**config.mk**
```make
export PLATFORM = sky130hd
export DESIGN_NAME = seg_addr_unit
export DESIGN_NICKNAME = d
export VERILOG_FILES = /design/src/rtl/seg_addr_unit.sv
export SDC_FILE = /design/constraint.sdc
export NUM_CORES = 2
export LEC_CHECK = 0
export BUFFER_PORTS_ARGS = -buffer_cell sky130_fd_sc_hd__buf_2
export CORE_MARGIN = 3
export CORE_UTILIZATION = 63
export CTS_CLUSTER_SIZE = 10
export DETAILED_ROUTE_END_ITERATION = 7
export PLACE_DENSITY_LB_ADDON = 0.25
export SLEW_MARGIN = 20
export SYNTH_ARGS = -nofsm -noshare
export SYNTH_HDL_FRONTEND = slang
export SYNTH_SLANG_ARGS = --single-unit
```
**constraint.sdc**
```tcl
create_clock -name clk -period 8.6 [get_ports clk]
set_input_delay 1.72 -clock clk [delete_from_list [all_inputs] [get_ports clk]]
set_output_delay 1.72 -clock clk [all_outputs]
set_load 0.05 [all_outputs]
```
**src/rtl/seg_addr_unit.sv**
```systemverilog
module seg_addr_unit #(
  parameter int SEGS = 16,
  parameter int AW   = 32,
  localparam int IW  = $clog2(SEGS),
  localparam int SW  = $clog2(AW)
) (
  input  logic          clk,
  input  logic          rst_n,
  input  logic          tbl_we,
  input  logic [IW-1:0] tbl_idx,
  input  logic [AW-1:0] tbl_base,
  input  logic [AW-1:0] tbl_size,
  input  logic          req_valid,
  input  logic          req_seg_mode,
  input  logic [IW-1:0] req_seg,
  input  logic [1:0]    req_src,
  input  logic [AW-1:0] req_reg,
  input  logic [AW-1:0] req_imm,
  input  logic [SW-1:0] req_shamt,
  output logic          rsp_valid,
  output logic [AW-1:0] rsp_addr,
  output logic          rsp_trap,
  output logic          rsp_mem_en
);

  logic [AW-1:0] base_q [SEGS];
  logic [AW-1:0] size_q [SEGS];

  logic [2*AW-1:0] shifted;
  logic [AW-1:0]   off;
  logic            shift_ovf;
  logic            seg_trap;
  logic [AW-1:0]   addr_d;

  assign shifted   = {{AW{1'b0}}, req_reg} << req_shamt;
  assign shift_ovf = req_src[1] && (|shifted[2*AW-1:AW]);
  assign off       = (req_src == 2'b00) ? req_imm :
                     (req_src == 2'b01) ? req_reg : shifted[AW-1:0];
  assign seg_trap  = shift_ovf || !(off < size_q[req_seg]);
  assign addr_d    = req_seg_mode ? base_q[req_seg] + off : req_reg;

  always_ff @(posedge clk) begin
    if (!rst_n) begin
      for (int i = 0; i < SEGS; i++) begin
        base_q[i] <= '0;
        size_q[i] <= '0;
      end
    end else if (tbl_we) begin
      base_q[tbl_idx] <= tbl_base;
      size_q[tbl_idx] <= tbl_size;
    end
  end

  always_ff @(posedge clk) begin
    if (!rst_n) begin
      rsp_valid  <= 1'b0;
      rsp_addr   <= '0;
      rsp_trap   <= 1'b0;
      rsp_mem_en <= 1'b0;
    end else begin
      rsp_valid  <= req_valid;
      rsp_trap   <= req_valid && req_seg_mode && seg_trap;
      rsp_mem_en <= req_valid && !(req_seg_mode && seg_trap);
      if (req_valid) rsp_addr <= addr_d;
    end
  end

endmodule

```
* Word-level counts from Yosys, hierarchy flattened
Memory sizes are Yosys's and may differ from the RTL's. Index checks and enable logic that the tools add are counted.
Cells by class: muxes and demuxes 13, $add $sub $neg 1, equal/unequal tests 1, shift-type cells 1, order comparisons 1, reductions and logical operators 12
Operators with widths (number):
- 32-bit two-way mux | 5
- 32-bit OR reduction | 3
- 32-bit by 5-bit left shift with 64-bit output | 1
- 32-bit adder | 1
- 32-bit less-than comparator | 1
- 4-bit two-way mux | 2
- 1-bit two-way mux | 6
- 1-bit logical AND | 5
- 2-bit by 1-bit == test with 1-bit output, second input constant | 1
- 1-bit zero test | 2
- 2-bit zero test | 1
- 1-bit logical OR | 1
Storage, ports and cells: register bits after elaboration 35, logic and storage cells 35, memories kept 2, RAM bits 1024, output and inout port bits 35, input bits 148
Memories:
- base_q | words 16, width 32, rd ports 1, clocked after memory_dff 0, write ports 16, line 26 | logic [AW-1:0] base_q [SEGS];
- size_q | words 16, width 32, rd ports 1, clocked after memory_dff 0, write ports 16, line 27 | logic [AW-1:0] size_q [SEGS];

* Longest topological paths before layout
word-level depth 9, gate-level depth with buffers 20, depth with buffers taken out 18

* Least setup slack after synthesis
No wires, ideal clock.
kind input to register, start point input port rst_n, end point memory base_q[3][0] (enable), setup slack 1.016 ns, stages 5, library setup time 0.574 ns, required time 8.026 ns, path buffers 2, arrival time 7.010 ns, cell sequence clkbuf_1 nand2_1 or3_1 clkbuf_1 o21ai_0
RTL lines:
- start: declaration | line 8 | input logic rst_n,
- end: declaration | line 26

* Worst setup path after layout
start point input port req_shamt[0], end point register rsp_addr[30]
On the way: longest elaborated chain between the ends 5
Ends and longest elaborated chain:
- start: declaration | line 19 | input logic [SW-1:0] req_shamt,
- 32-bit by 5-bit left shift with 64-bit output | line 35 | assign shifted = {{AW{1'b0}}, req_reg} << req_shamt;
- 32-bit two-way mux | line 38 | (req_src == 2'b01) ? req_reg : shifted[AW-1:0];
- 32-bit two-way mux | line 37 | assign off = (req_src == 2'b00) ? req_imm :
- 32-bit adder | line 40 | assign addr_d = req_seg_mode ? base_q[req_seg] + off : req_reg;
- 32-bit two-way mux | line 40
- end signal: assignment | line 64 | if (req_valid) rsp_addr <= addr_d;
- end: declaration | line 21 | output logic [AW-1:0] rsp_addr,
No other way between the ends. A chain may end at the register's enable or synchronous reset.

==> impl_metrics.json <==
{
  "synth_async_sr_flop_share_pct": 0,
  "routed_via_density": 6.88,
  "gr-usage-all-layers_pct": 37.4,
  "maximum_number_of_pins_on_one_net_before_global_route_repair": 119,
  "initial_utilization_pct": 64.1,
  "timing.critical_path.mode_cell": "o21ai_0",
  "tritoncts": "yes",
  "grt_antenna_before_repair": 24,
  "die_w_um": 293,
  "min_path_type": "flop to flop",
  "core_area_um2": 81200,
  "routability_congestion": 1.01,
  "fill_cells": 5122,
  "drtAntennaViolNets": 0,
  "dp_hpwl_um": 92200,
  "grt_setup_unrepaired": "no",
  "critical-path-top-delay-family": "compound AO/OA/AOI/OAI gates",
  "tritoncts.num_buffers": 118,
  "clock-skew-final_ps": 55.4,
  "path_class": "input pin to flop",
  "pin_count": 183,
  "height_of_the_die_um": 293,
  "cts_root_buffer": "clkbuf_16",
  "die_area_um2": 86000,
  "power.ir.vdd_worst_uv": 190,
  "design_area_um2": 57300,
  "synth-warning-count": 0,
  "critical_path.cell_chain": "buf_2 > buf_4 > mux4_2 > nand2_1 > o21ai_0 > o21ai_0 > o22ai_1 > nand2_1 > o21ai_0 > ha_1 > and3_1 > and3_1 > a22oi_1 > a21boi_0 > a211oi_2 > o21a_1 > o21ai_1 > mux2_2 > a311oi_1",
  "slowest_stage": "buf_2",
  "portBuffers": 182,
  "fin_crit_sh_pct": 71.6,
  "nature_of_the_critical_path_startpoint": "input pin",
  "synthesis.nets": 3695,
  "gr-total-overflow": 0,
  "syn-mean-instance-area_um2": 14.9,
  "placement_rows": 104,
  "report.final.setup_viol": 0,
  "setup.worst_path.end_class": "flop",
  "final_critical_path_setup_slack_ps": 2450,
  "drc": 0,
  "synth_ff_type": "edfxtp_1",
  "cap_viol_max_count": 0,
  "placed_area_um2": 54000,
  "count_of_flip_flops_with_a_built_in_enable_after_synthesis": 1024,
  "place_worst_setup_slack_ps": 1810,
  "grt_pass1_vias": 33000,
  "dr.pass1.iters": 5,
  "min_period_ps": 6150,
  "clock_slew_at_the_register_clock_pins_of_the_worst_setup_and_hold_paths_ps": 60,
  "critical_path.reg2reg.startpoint": "base_q[7][4]",
  "worst_path_fanout_max": 25,
  "cts_num_sinks": 1059,
  "worst_setup_path_startpoint": "req_shamt[0]",
  "clock_insertion_delay_worst_skew_ps": 700,
  "post_drt_wl_per_cell_um": 34.1,
  "yosys_register_bits": 1059,
  "p_leak_nw": 20.5,
  "wirelength_um": 159000,
  "worstPathArrival_ps": 6740,
  "final_nets": 3775,
  "post_cts_hold_buffer_count": 0,
  "layout-area-overhead-vs-synth_pct": 10.1,
  "num_vias": 32100,
  "worst_slew_pin_slew_ps": 1210,
  "largest_incremental_delay_on_the_critical_path_ps": 600,
  "synthDistinctLibCells": 74,
  "slew_viol_final": 0,
  "final-hold-violation-count": 0,
  "number_of_instances_in_the_synthesized_netlist": 3484,
  "achievable-frequency_mhz": 163,
  "clock_path_buffers": 3,
  "drt_first_iter_violations": 4273,
  "outcome": "completed",
  "grt_first_pass_wirelength_um": 227000,
  "cts-htree-levels": 3,
  "min_delay_startpoint": "rsp_addr[22]",
  "relSlewSlack_pct": 19.2,
  "crit_required_ps": 9190,
  "cts_post_setup_buffers_inserted": 0,
  "synth_seq_area_share_pct": 60.5,
  "timing.setup.tns_ps": 0,
  "synthesis.area_um2": 52000,
  "number_of_gates_resized_after_cts": 0,
  "final_layout_size_suffix_gt1_share_pct": 22.2,
  "pwr_density_cell_nw_per_um2": 211,
  "cp_num_buf_inv": 2
}
-- cells in the mapped netlist, types with 10 or more instances --
library cell  count  area (um^2)
nand2b_1         22          138
inv_1            43          161
nor2_1           66          248
mux2i_1          86          861
nor3_1           23          115
a21oi_1          64          320
nand2_1          67          251
edfxtp_1       1024        30700
clkbuf_1        244          916
xnor2_1          13          114
buf_1            35          131
nand3_1          15         75.1
o21ai_0          82          410
nand4_1          13         81.3
ha_1             62          776
o22ai_1          21          131
a211oi_1         23          173
dfxtp_1          35          701
mux2_2           25          282
mux4_2          338         7610
and2_1         1031         6450
a21o_1           23          173
buf_2            10         50.1
-- final timing paths --
path,endpoint,slack (ps),cells past startpoint
hold / removal,rsp_addr[22],480,2
hold reg to reg,rsp_addr[22],480,2
setup / recovery,rsp_addr[30],2450,19
setup reg to reg,rsp_addr[31],4240,12
-- layout make-up --
cell class	instances	area [um^2]	share of cell area [%]
flip-flops and latches	1059	31500	54.9
clock buffers	131	3000	5.24
inverters	45	169	0.295
clock inverters	15	224	0.391
diodes	13	32.5	0.0568
repair buffers	256	1560	2.73
multi-input cells	2084	19500	34.0
well taps	1060	1330	2.32
-- placed cells by master, fill, tap and decap left out, types with 64 or more instances in the layout --
cell type / count
and2_1: 1031
edfxtp_1: 1024
mux4_2: 338
buf_2: 177
clkbuf_16: 118
mux2i_1: 86
buf_4: 72
o21ai_0: 70
nand2_1: 67
a21oi_1: 64
-- per-stage QoR --
stage	instances	hold slack, ps	util, %	power, mW
after global placement	4503	465	66.5	7.73
after floorplan	3484	695	-	7.16
after detailed placement	4503	472	66.5	7.77
final	4663	477	70.5	12.1
after global routing	4655	512	70.5	12.4
after CTS	4649	483	70.4	12.1
-- power by group --
group / total, mW / switching (mW) / internal, mW
Clock: 4.41 / 1.94 / 2.47
Combinational: 1.65 / 1.05 / 0.608
Sequential: 6.05 / 0.0888 / 5.96
Total: 12.1 / 3.07 / 9.04
-- flip-flops by register name, indices dropped and copies added (netlist names) --
signal      cells
rsp_trap        1
rsp_addr       32
rsp_valid       1
size_q        512
base_q        512
rsp_mem_en      1
-- worst min-delay path, cell delays in order, from the launching register on --
cell	delay [ps]
dfxtp_1	310
nand2b_1	60
a21oi_1	60
-- per-layer routing --
metal,part of all wire (%),vias up,global-route usage (%)
li1,-,13100,-
met3,12,430,8.44
met2,49,2322,60.7
met1,35,16200,48.9
met4,4.6,16,17.1
met5,0.072,-,0
-- logic make-up (layout without fill, tap and decap cells) --
| logic type | Yosys count | in the layout | share of synthesized area, % |
|---|---|---|---|
| fa+ha+maj | 63 | 63 | 1.53 |
| buf+inv | 341 | 447 | 2.59 |
| other cells | 0 | 13 | 0 |
| mux | 456 | 456 | 17.2 |
| xor+xnor | 20 | 20 | 0.337 |
| compound gates | 279 | 279 | 3.37 |
| flops | 1059 | 1059 | 60.5 |
| simple gates | 1266 | 1266 | 14.5 |
No activity file was read; power rests on OpenSTA's default activity.
